--- config.mk ---
export PLATFORM = sky130hd
export DESIGN_NAME = csm_mult
export DESIGN_NICKNAME = d
export VERILOG_FILES = /design/src/rtl/csm_pkg.sv /design/src/rtl/csm_precompute.sv /design/src/rtl/csm_group_sel.sv /design/src/rtl/csm_mult.sv
export SDC_FILE = /design/constraint.sdc
export NUM_CORES = 1
export LEC_CHECK = 0
export BUFFER_PORTS_ARGS = -buffer_cell sky130_fd_sc_hd__clkbuf_2
export CORE_ASPECT_RATIO = 1.25
export CORE_MARGIN = 5
export CORE_UTILIZATION = 45
export DETAILED_ROUTE_END_ITERATION = 6
export GPL_TIMING_DRIVEN = 0
export HOLD_SLACK_MARGIN = 0.05
export PLACE_DENSITY = 0.67
export SYNTH_ARGS = -nofsm -noshare
export SYNTH_HDL_FRONTEND = slang
export SYNTH_SLANG_ARGS = --single-unit
--- constraint.sdc ---
create_clock -name clk -period 3.6 [get_ports clk]
set_input_delay 0 -clock clk [delete_from_list [all_inputs] [get_ports clk]]
set_output_delay 0 -clock clk [all_outputs]
set_load 0.01 [all_outputs]
--- src/rtl/csm_pkg.sv ---
package csm_pkg;

    // Positions of the shared multiples inside the pre-computed vector
    localparam int MUL_1  = 0;
    localparam int MUL_2  = 1;
    localparam int MUL_3  = 2;
    localparam int MUL_4  = 3;
    localparam int MUL_8  = 4;
    localparam int MUL_12 = 5;
    localparam int NUM_MULTS = 6;

    localparam int GROUP_BITS  = 2;
    localparam int NIBBLE_BITS = 4;

    // Code carried by one two-bit coefficient group
    typedef enum logic [1:0] {
        GC_ZERO  = 2'd0,
        GC_ONE   = 2'd1,
        GC_TWO   = 2'd2,
        GC_THREE = 2'd3
    } group_code_e;

    // Bit offset at which nibble n lands in the product
    function automatic int nib_offset(input int n);
        return n * NIBBLE_BITS;
    endfunction

endpackage

--- src/rtl/csm_precompute.sv ---
module csm_precompute #(
    parameter int W  = 8,
    parameter int MW = W + 4
) (
    input  logic [W-1:0]                        op_x,
    output logic [csm_pkg::NUM_MULTS-1:0][MW-1:0] mults
);
    import csm_pkg::*;

    logic [MW-1:0] x_1, x_2, x_3, x_4, x_8, x_12;

    always_comb begin
        x_1  = MW'(op_x);
        x_2  = x_1 << 1;
        x_3  = x_1 + x_2;      // first addition
        x_4  = x_1 << 2;
        x_8  = x_1 << 3;
        x_12 = x_4 + x_8;      // second addition
    end

    always_comb begin
        mults         = '0;
        mults[MUL_1]  = x_1;
        mults[MUL_2]  = x_2;
        mults[MUL_3]  = x_3;
        mults[MUL_4]  = x_4;
        mults[MUL_8]  = x_8;
        mults[MUL_12] = x_12;
    end

    // the upper-set entry 12X must be four times the lower-set entry 3X
    always_comb begin
        p_twelve_is_four_threes_r6: assert (x_12 == (x_3 << 2));
    end

endmodule

--- src/rtl/csm_group_sel.sv ---
module csm_group_sel #(
    parameter int MW    = 12,
    parameter bit UPPER = 1'b0
) (
    input  logic [1:0]                            code,
    input  logic [csm_pkg::NUM_MULTS-1:0][MW-1:0] mults,
    output logic [MW-1:0]                         term
);
    import csm_pkg::*;

    localparam int IDX_A = UPPER ? MUL_4  : MUL_1;
    localparam int IDX_B = UPPER ? MUL_8  : MUL_2;
    localparam int IDX_C = UPPER ? MUL_12 : MUL_3;

    group_code_e gc;

    always_comb begin
        gc = group_code_e'(code);
        unique case (gc)
            GC_ZERO:  term = '0;
            GC_ONE:   term = mults[IDX_A];
            GC_TWO:   term = mults[IDX_B];
            GC_THREE: term = mults[IDX_C];
            default:  term = '0;
        endcase
    end

    // a zero group adds no term; the other codes pick an entry of the right size
    always_comb begin
        if (code == 2'd0) begin
            p_zero_group_r5: assert (term == '0);
        end
        if (code == 2'd2) begin
            p_double_entry_r6: assert (term == (mults[IDX_A] << 1));
        end
    end

endmodule

--- src/rtl/csm_mult.sv ---
module csm_mult #(
    parameter int W = 8
) (
    input  logic           clk,
    input  logic           rst,
    input  logic [W-1:0]   op_x,
    input  logic [W-1:0]   op_c,
    output logic [2*W-1:0] prod
);
    import csm_pkg::*;

    localparam int NNIB = W / NIBBLE_BITS;
    localparam int MW   = W + 4;
    localparam int PW   = 2 * W;

    if ((W % NIBBLE_BITS) != 0 || W < NIBBLE_BITS) begin : g_bad_width
        $error("csm_mult: W must be a positive multiple of 4");
    end

    logic [NUM_MULTS-1:0][MW-1:0] mults;
    logic [NNIB-1:0][MW-1:0]      lo_term;
    logic [NNIB-1:0][MW-1:0]      hi_term;
    logic [NNIB-1:0][MW-1:0]      nib_sum;
    logic [PW-1:0]                acc;

    csm_precompute #(.W(W), .MW(MW)) u_pre (
        .op_x  (op_x),
        .mults (mults)
    );

    for (genvar n = 0; n < NNIB; n++) begin : g_nib
        csm_group_sel #(.MW(MW), .UPPER(1'b0)) u_lo (
            .code  (op_c[NIBBLE_BITS*n +: GROUP_BITS]),
            .mults (mults),
            .term  (lo_term[n])
        );
        csm_group_sel #(.MW(MW), .UPPER(1'b1)) u_hi (
            .code  (op_c[NIBBLE_BITS*n+GROUP_BITS +: GROUP_BITS]),
            .mults (mults),
            .term  (hi_term[n])
        );

        assign nib_sum[n] = lo_term[n] + hi_term[n];

        // each nibble sum equals X times that coefficient nibble
        always_comb begin
            p_nibble_sum_r5: assert (nib_sum[n] ==
                MW'(op_x) * MW'(op_c[NIBBLE_BITS*n +: NIBBLE_BITS]));
        end
    end

    always_comb begin
        acc = '0;
        for (int n = 0; n < NNIB; n++) begin
            acc = acc + (PW'(nib_sum[n]) << nib_offset(n));
        end
    end

    always_ff @(posedge clk) begin
        if (rst) prod <= '0;
        else     prod <= acc;
    end

    // the registered result is the exact product of last cycle's operands
    p_exact_product_r2: assert property (@(posedge clk) disable iff (rst)
        !$past(rst) |-> prod == PW'($past(op_x)) * PW'($past(op_c)));

    // a zero operand forces a zero result
    p_zero_operand_r3: assert property (@(posedge clk) disable iff (rst)
        (!$past(rst) && ($past(op_x) == '0 || $past(op_c) == '0)) |-> prod == '0);

    // unit coefficient passes X through unchanged
    p_unit_coef_r5: assert property (@(posedge clk) disable iff (rst)
        (!$past(rst) && $past(op_c) == W'(1)) |-> prod == PW'($past(op_x)));

endmodule

=== Yosys cells after proc, flatten, opt, wreduce, memory -nomap -nowiden ===
Index checks and enable logic that the tools add are counted.

* Logic and storage cells: 26
* Bits of input ports: 18
* Output and inout port bits: 16
* Bits in registers: 16

* Mux-type cells: 4
* Reductions and logical operators: 4
* Add/subtract/negate cells: 5
* Eq/ne operators: 12

{| class="wikitable"
|+ Operators by type and width
! operator !! number
|-
| 12-bit case mux with 4 select lines || 4
|-
| 12-bit adder || 2
|-
| 12-bit by 16-bit adder with 16-bit output || 1
|-
| 2-bit == test (second input constant) || 8
|-
| 10-bit by 11-bit adder with 12-bit output || 1
|-
| 8-bit by 9-bit adder with 10-bit output || 1
|-
| 2-bit by 1-bit == test with 1-bit output (second input constant) || 4
|-
| 2-bit logical NOT || 4
|}

=== Depth between registers and ports, before layout ===
* Depth after elaboration: 4
* Depth in mapped cells: 22
* Mapped depth without buffers: 22

=== Modules after synthesis ===
From an unflattened synthesis, not the netlist that was laid out.

* Cells, all modules: 439
* Area, all modules: 3,872.5 µm²

{| class="wikitable"
|+ Modules (own cells, without submodules)
! module !! cells an instance !! area an instance (µm²) !! seq. area each (µm²) !! instances
|-
| csm_mult || 221 || 1,824.2 || 320.3 || 1
|-
| csm_group_sel || 28 || 306.5 || 0.0 || 4
|-
| csm_precompute || 106 || 822.0 || 0.0 || 1
|}

=== Worst setup path before layout ===
Ideal clock, no wire load.

* Kind: in2reg
* Start: input port op_x[0]
* End: register prod[14]
* Stages on the path: 19
* Data required time: 3.527 ns
* Path slack: -0.329 ns
* Data arrival time: 3.855 ns
* Path buffers: 0
* Library setup time: 0.073 ns
* Cell sequence: ha_1 > fa_1 > a21o_2 > a21oi_1 > xnor2_1 > mux2_2 > a22o_1 > ha_1 > nor2b_1 > o31ai_2 > a21oi_1 > nor4bb_1 > o41ai_1 > a21boi_1 > ha_1 > o41ai_1 > nor2_1 > and3_1 > nor3_2

* Longest elaborated chain between the ends: 4
* Elaborated cells between the ends (all ways): 9
* Classes of those cells: 5 x add/sub; 4 x mux

{| class="wikitable"
|+ RTL lines
! what !! RTL line !! text
|-
| from (decl) || csm_mult.sv:6 || <nowiki>input logic [W-1:0] op_x,</nowiki>
|-
| 10-bit by 11-bit adder with 12-bit output / 8-bit by 9-bit adder with 10-bit output (equally long branches) || csm_precompute.sv:18, csm_precompute.sv:15 ||
|-
| 12-bit case mux with 4 select lines || csm_group_sel.sv:19 || <nowiki>unique case (gc)</nowiki>
|-
| 12-bit adder || csm_mult.sv:43 || <nowiki>assign nib_sum[n] = lo_term[n] + hi_term[n];</nowiki>
|-
| 12-bit by 16-bit adder with 16-bit output * || csm_mult.sv:55 || <nowiki>acc = acc + (PW'(nib_sum[n]) << nib_offset(n));</nowiki>
|-
| to (signal assigned) || csm_mult.sv:60 || <nowiki>if (rst) prod <= '0;</nowiki>
|-
| to (signal assigned) || csm_mult.sv:61 || <nowiki>else prod <= acc;</nowiki>
|-
| to (decl) || csm_mult.sv:8 || <nowiki>output logic [2*W-1:0] prod</nowiki>
|}

Mark *: on every way between the ends. The rest lies on a longest branch, timed or not. The select of a mux whose other input is x is not followed.
A chain may end at the register's enable or synchronous reset.

=== Final worst setup path ===
* Start: input port op_x[1]
* End: register prod[14]

Same word-level chain as after synthesis.

==> impl_metrics.tcl <==
set metrics [dict create \
    cts-buffers-inserted 3 \
    syn-instance-count 330 \
    outcome "complete, but fails checks" \
    critPathCaptureType "register" \
    worstPathBufferInverterCount 1 \
    dp_hpwl_microns 5229 \
    ant_nets 0 \
    synth-main-ff-cell "sky130_fd_sc_hd__dfxtp_1" \
    routabilityCongestion 0.8823 \
    placement_rows 31 \
    failed_checks "negative setup slack" \
    io_buffer_count 32 \
    timing.final.hold_violations 0 \
    cp.required_ps 3720 \
    grtUsageTotal_pct 17.53 \
    slew_headroom_pct 64.35 \
    core-area_sq_um 5702 \
    path_class "in -> reg" \
    grt.overflow.total 0 \
    cp_top_family "compound AO/OA/AOI/OAI gates" \
    final.setup.worst_slack_ps -300.0 \
    max-cap-violations 0 \
    max_clock_freq_ghz 0.2564 \
    synth.avg_cell_area_sq_um 7.845 \
    grt_pass1_wl_microns 10830 \
    critPathLaunch "op_x[1]" \
    detailedPlace.worstSlack_ps -1045 \
    regArea_sq_um 320.3 \
    wirelength_microns 6711 \
    clkTransAtPathRegs_ps 60 \
    post-route-cell-area_sq_um 3422 \
    drive_above_1_share_pct 33.51 \
    reg_top3 "prod (16)" \
    filler_cell_count 526 \
    total_clock_sinks 16 \
    yosys_reg_bits 16 \
    timing.critical_path.fanout_max 4 \
    routedWlPerCell_microns 14.78 \
    via_count_of_the_first_global_routing_pass 2375 \
    crit_path_end "prod[14]" \
    power.ir.vdd_worst_uv 130.8 \
    post-route-drc-count 0 \
    timing.critical_path.arrival_ps 4020 \
    antenna_cells_inserted 0 \
    dr.first_iter.drc_count 65 \
    antenna_found_initial 0 \
    post_synth_instance_area_sq_um 2589 \
    synthesis.nets 384 \
    worstSetupPathDepth 22 \
    detailed_place.area_sq_um 2900 \
    critical_path.cell_chain "clkbuf_16 -> ha_4 -> fa_2 -> a21o_2 -> a21oi_2 -> xnor2_2 -> mux2_4 -> a22o_1 -> ha_4 -> nor2b_4 -> o31ai_4 -> a21oi_2 -> nor4bb_4 -> o41ai_2 -> a21boi_1 -> ha_1 -> o21ai_1 -> nand2b_1 -> o41ai_2 -> nor2_1 -> and3_1 -> nor3_2" \
    die-area_sq_um 7379 \
    synth.yosys.warnings 0 \
    post_layout_util_pct 60.02 \
    dieHeight_microns 94.80 \
    yosys.cell_types.count 54 \
    largest_net_degree_at_the_start_of_global_routing 12 \
    root_buffer_cell "sky130_fd_sc_hd__clkbuf_8" \
    p_leak_nw 1.524 \
    slew_viol_final 0 \
    grt_setup_unrepaired "yes" \
    powerDensity_nw_per_um2 401.7 \
    routed-via-count 2566 \
    initial_utilization_pct 45.40 \
    finish_stage_setup_viols 5 \
    crit_path_max_incr_delay_ps 430 \
    timing.hold.ws_ps 171.8 \
    tritoncts "yes" \
    fin_nets 443 \
    postSynth.asyncResetShare_pct 0 \
    hold_path_class "in -> reg" \
    bufs_on_longest_clock_path 2 \
    areaGrowthSynthToFinish_pct 32.19 \
    regMostFlops "prod" \
    critical_path_source_type "input pin" \
    cpMaxStageDelayCell "sky130_fd_sc_hd__fa_2" \
    drt-vias-per-instance 5.652 \
    period_needed_ps 3900 \
    multi_input_area_sq_um 2500 \
    max_ffs_per_register 16 \
    worstMarginPinSlew_ps 527.8 \
    synth_edf_count 0 \
    layout_worst_path_cycle_share_pct 108.3 \
    setup_tns_ps -1075 \
    ctsHtreeMaxLevel 1 \
    num_io_pins 34 \
    chipWidth_microns 77.84 \
    yosysSeqAreaShare_pct 12.37 \
    worst_hold_startpoint "op_x[0]" \
    firstDrtPassIters 4 \
]
==> layout make-up <==
| cell class | count | area share, % |
|---|---|---|
| inverters | 8 | 0.8775 |
| plain buffers | 14 | 1.865 |
| clock buffers | 4 | 1.609 |
| multi-input cells | 292 | 73.05 |
| well taps | 66 | 2.413 |
| flip-flops and latches | 16 | 9.360 |
| repair buffers | 54 | 10.82 |
==> cells in the final DEF, fill, tap and decap left out, types with 10 or more instances in the layout <==
master | synthesis | routed
sky130_fd_sc_hd__ha_1 | 32 | 24
sky130_fd_sc_hd__nand2_1 | 29 | 29
sky130_fd_sc_hd__mux2_2 | 12 | 11
sky130_fd_sc_hd__nor2_1 | 29 | 29
sky130_fd_sc_hd__clkbuf_2 | 1 | 29
sky130_fd_sc_hd__a21oi_1 | 20 | 10
sky130_fd_sc_hd__a22o_1 | 19 | 19
sky130_fd_sc_hd__a21oi_2 | 0 | 10
sky130_fd_sc_hd__o21ai_0 | 23 | 18
sky130_fd_sc_hd__clkbuf_1 | 11 | 11
sky130_fd_sc_hd__dfxtp_1 | 16 | 16
sky130_fd_sc_hd__xnor2_1 | 16 | 11
sky130_fd_sc_hd__buf_4 | 0 | 21
sky130_fd_sc_hd__nor2b_1 | 13 | 12
==> what timing repair did <==
item,4_1_cts,5_1_grt
pin swaps,23,25
hold endpoints to repair,2,0
hold buffers,1,0
buffers inserted,11,10
gates resized for setup,33,26
setup endpoints to repair,7,8
==> synth_stat cells, types with 2 or more instances <==
cell type	n	share of area (%)
sky130_fd_sc_hd__xor2_1	6	2.0
sky130_fd_sc_hd__nand3_1	6	1.2
sky130_fd_sc_hd__ha_1	32	15
sky130_fd_sc_hd__nand2b_1	3	0.73
sky130_fd_sc_hd__nor2b_1	13	3.1
sky130_fd_sc_hd__a211oi_1	5	1.5
sky130_fd_sc_hd__mux2_2	12	5.2
sky130_fd_sc_hd__nor3_2	2	0.77
sky130_fd_sc_hd__o21a_1	5	1.5
sky130_fd_sc_hd__o21ai_0	23	4.4
sky130_fd_sc_hd__mux2i_1	7	2.7
sky130_fd_sc_hd__fa_1	4	3.1
sky130_fd_sc_hd__a21boi_0	3	0.87
sky130_fd_sc_hd__nor3_1	10	1.9
sky130_fd_sc_hd__a21o_1	5	1.5
sky130_fd_sc_hd__dfxtp_1	16	12
sky130_fd_sc_hd__o211ai_1	4	1.2
sky130_fd_sc_hd__clkbuf_1	11	1.6
sky130_fd_sc_hd__and3_1	4	0.97
sky130_fd_sc_hd__and2_1	4	0.97
sky130_fd_sc_hd__a22oi_1	2	0.58
sky130_fd_sc_hd__o21bai_1	3	0.87
sky130_fd_sc_hd__nor2_1	29	4.2
sky130_fd_sc_hd__inv_1	8	1.2
sky130_fd_sc_hd__xnor2_1	16	5.4
sky130_fd_sc_hd__o41ai_1	3	1.0
sky130_fd_sc_hd__a22o_1	19	6.4
sky130_fd_sc_hd__nand2_1	29	4.2
sky130_fd_sc_hd__a21oi_1	20	3.9
sky130_fd_sc_hd__or2_2	2	0.48
==> layer usage <==
metal  vias up  wire [microns]  global-route usage (%)
li1       1322               -                       -
met1      1184            2838                   21.66
met2        46            3525                   32.17
met3        14             199                  0.8588
met4         0             147                   5.731
met5         -               0                       0
==> stage by stage <==
stage | total power (W) | std cells
CTS | 0.001282 | 444
global route | 0.001498 | 454
floorplan | 0.0008543 | 330
finish | 0.001375 | 454
global placement | 0.001017 | 428
detailed placement | 0.001030 | 428
==> power breakdown <==
| part | switching, W | internal, W |
|---|---|---|
| registers | 0.00000988 | 0.000226 |
| clock network | 0.0000614 | 0.0000971 |
| logic | 0.000492 | 0.000489 |
==> cells by family after synthesis <==
group,synth area share (%)
AOI/OAI and AO/OA,27.31
and+or+nand+nor,22.18
DFF,12.37
buffers and inverters,3.625
muxes,8.506
adders and majority gates,18.56
xor gates and xnor gates,7.443
==> worst min path at each step <==
| stage | endpoint | slack [ps] | depth (start not counted) |
|---|---|---|---|
| after global placement | prod[5] | 290 | 2 |
| after floorplan | prod[2] | 70 | 1 |
| after CTS | prod[0] | 170 | 4 |
| after detailed placement | prod[4] | 300 | 2 |
| after global routing | prod[0] | 200 | 4 |
| final | prod[0] | 170 | 4 |
Note: power is estimated with default switching activity, not from simulation.
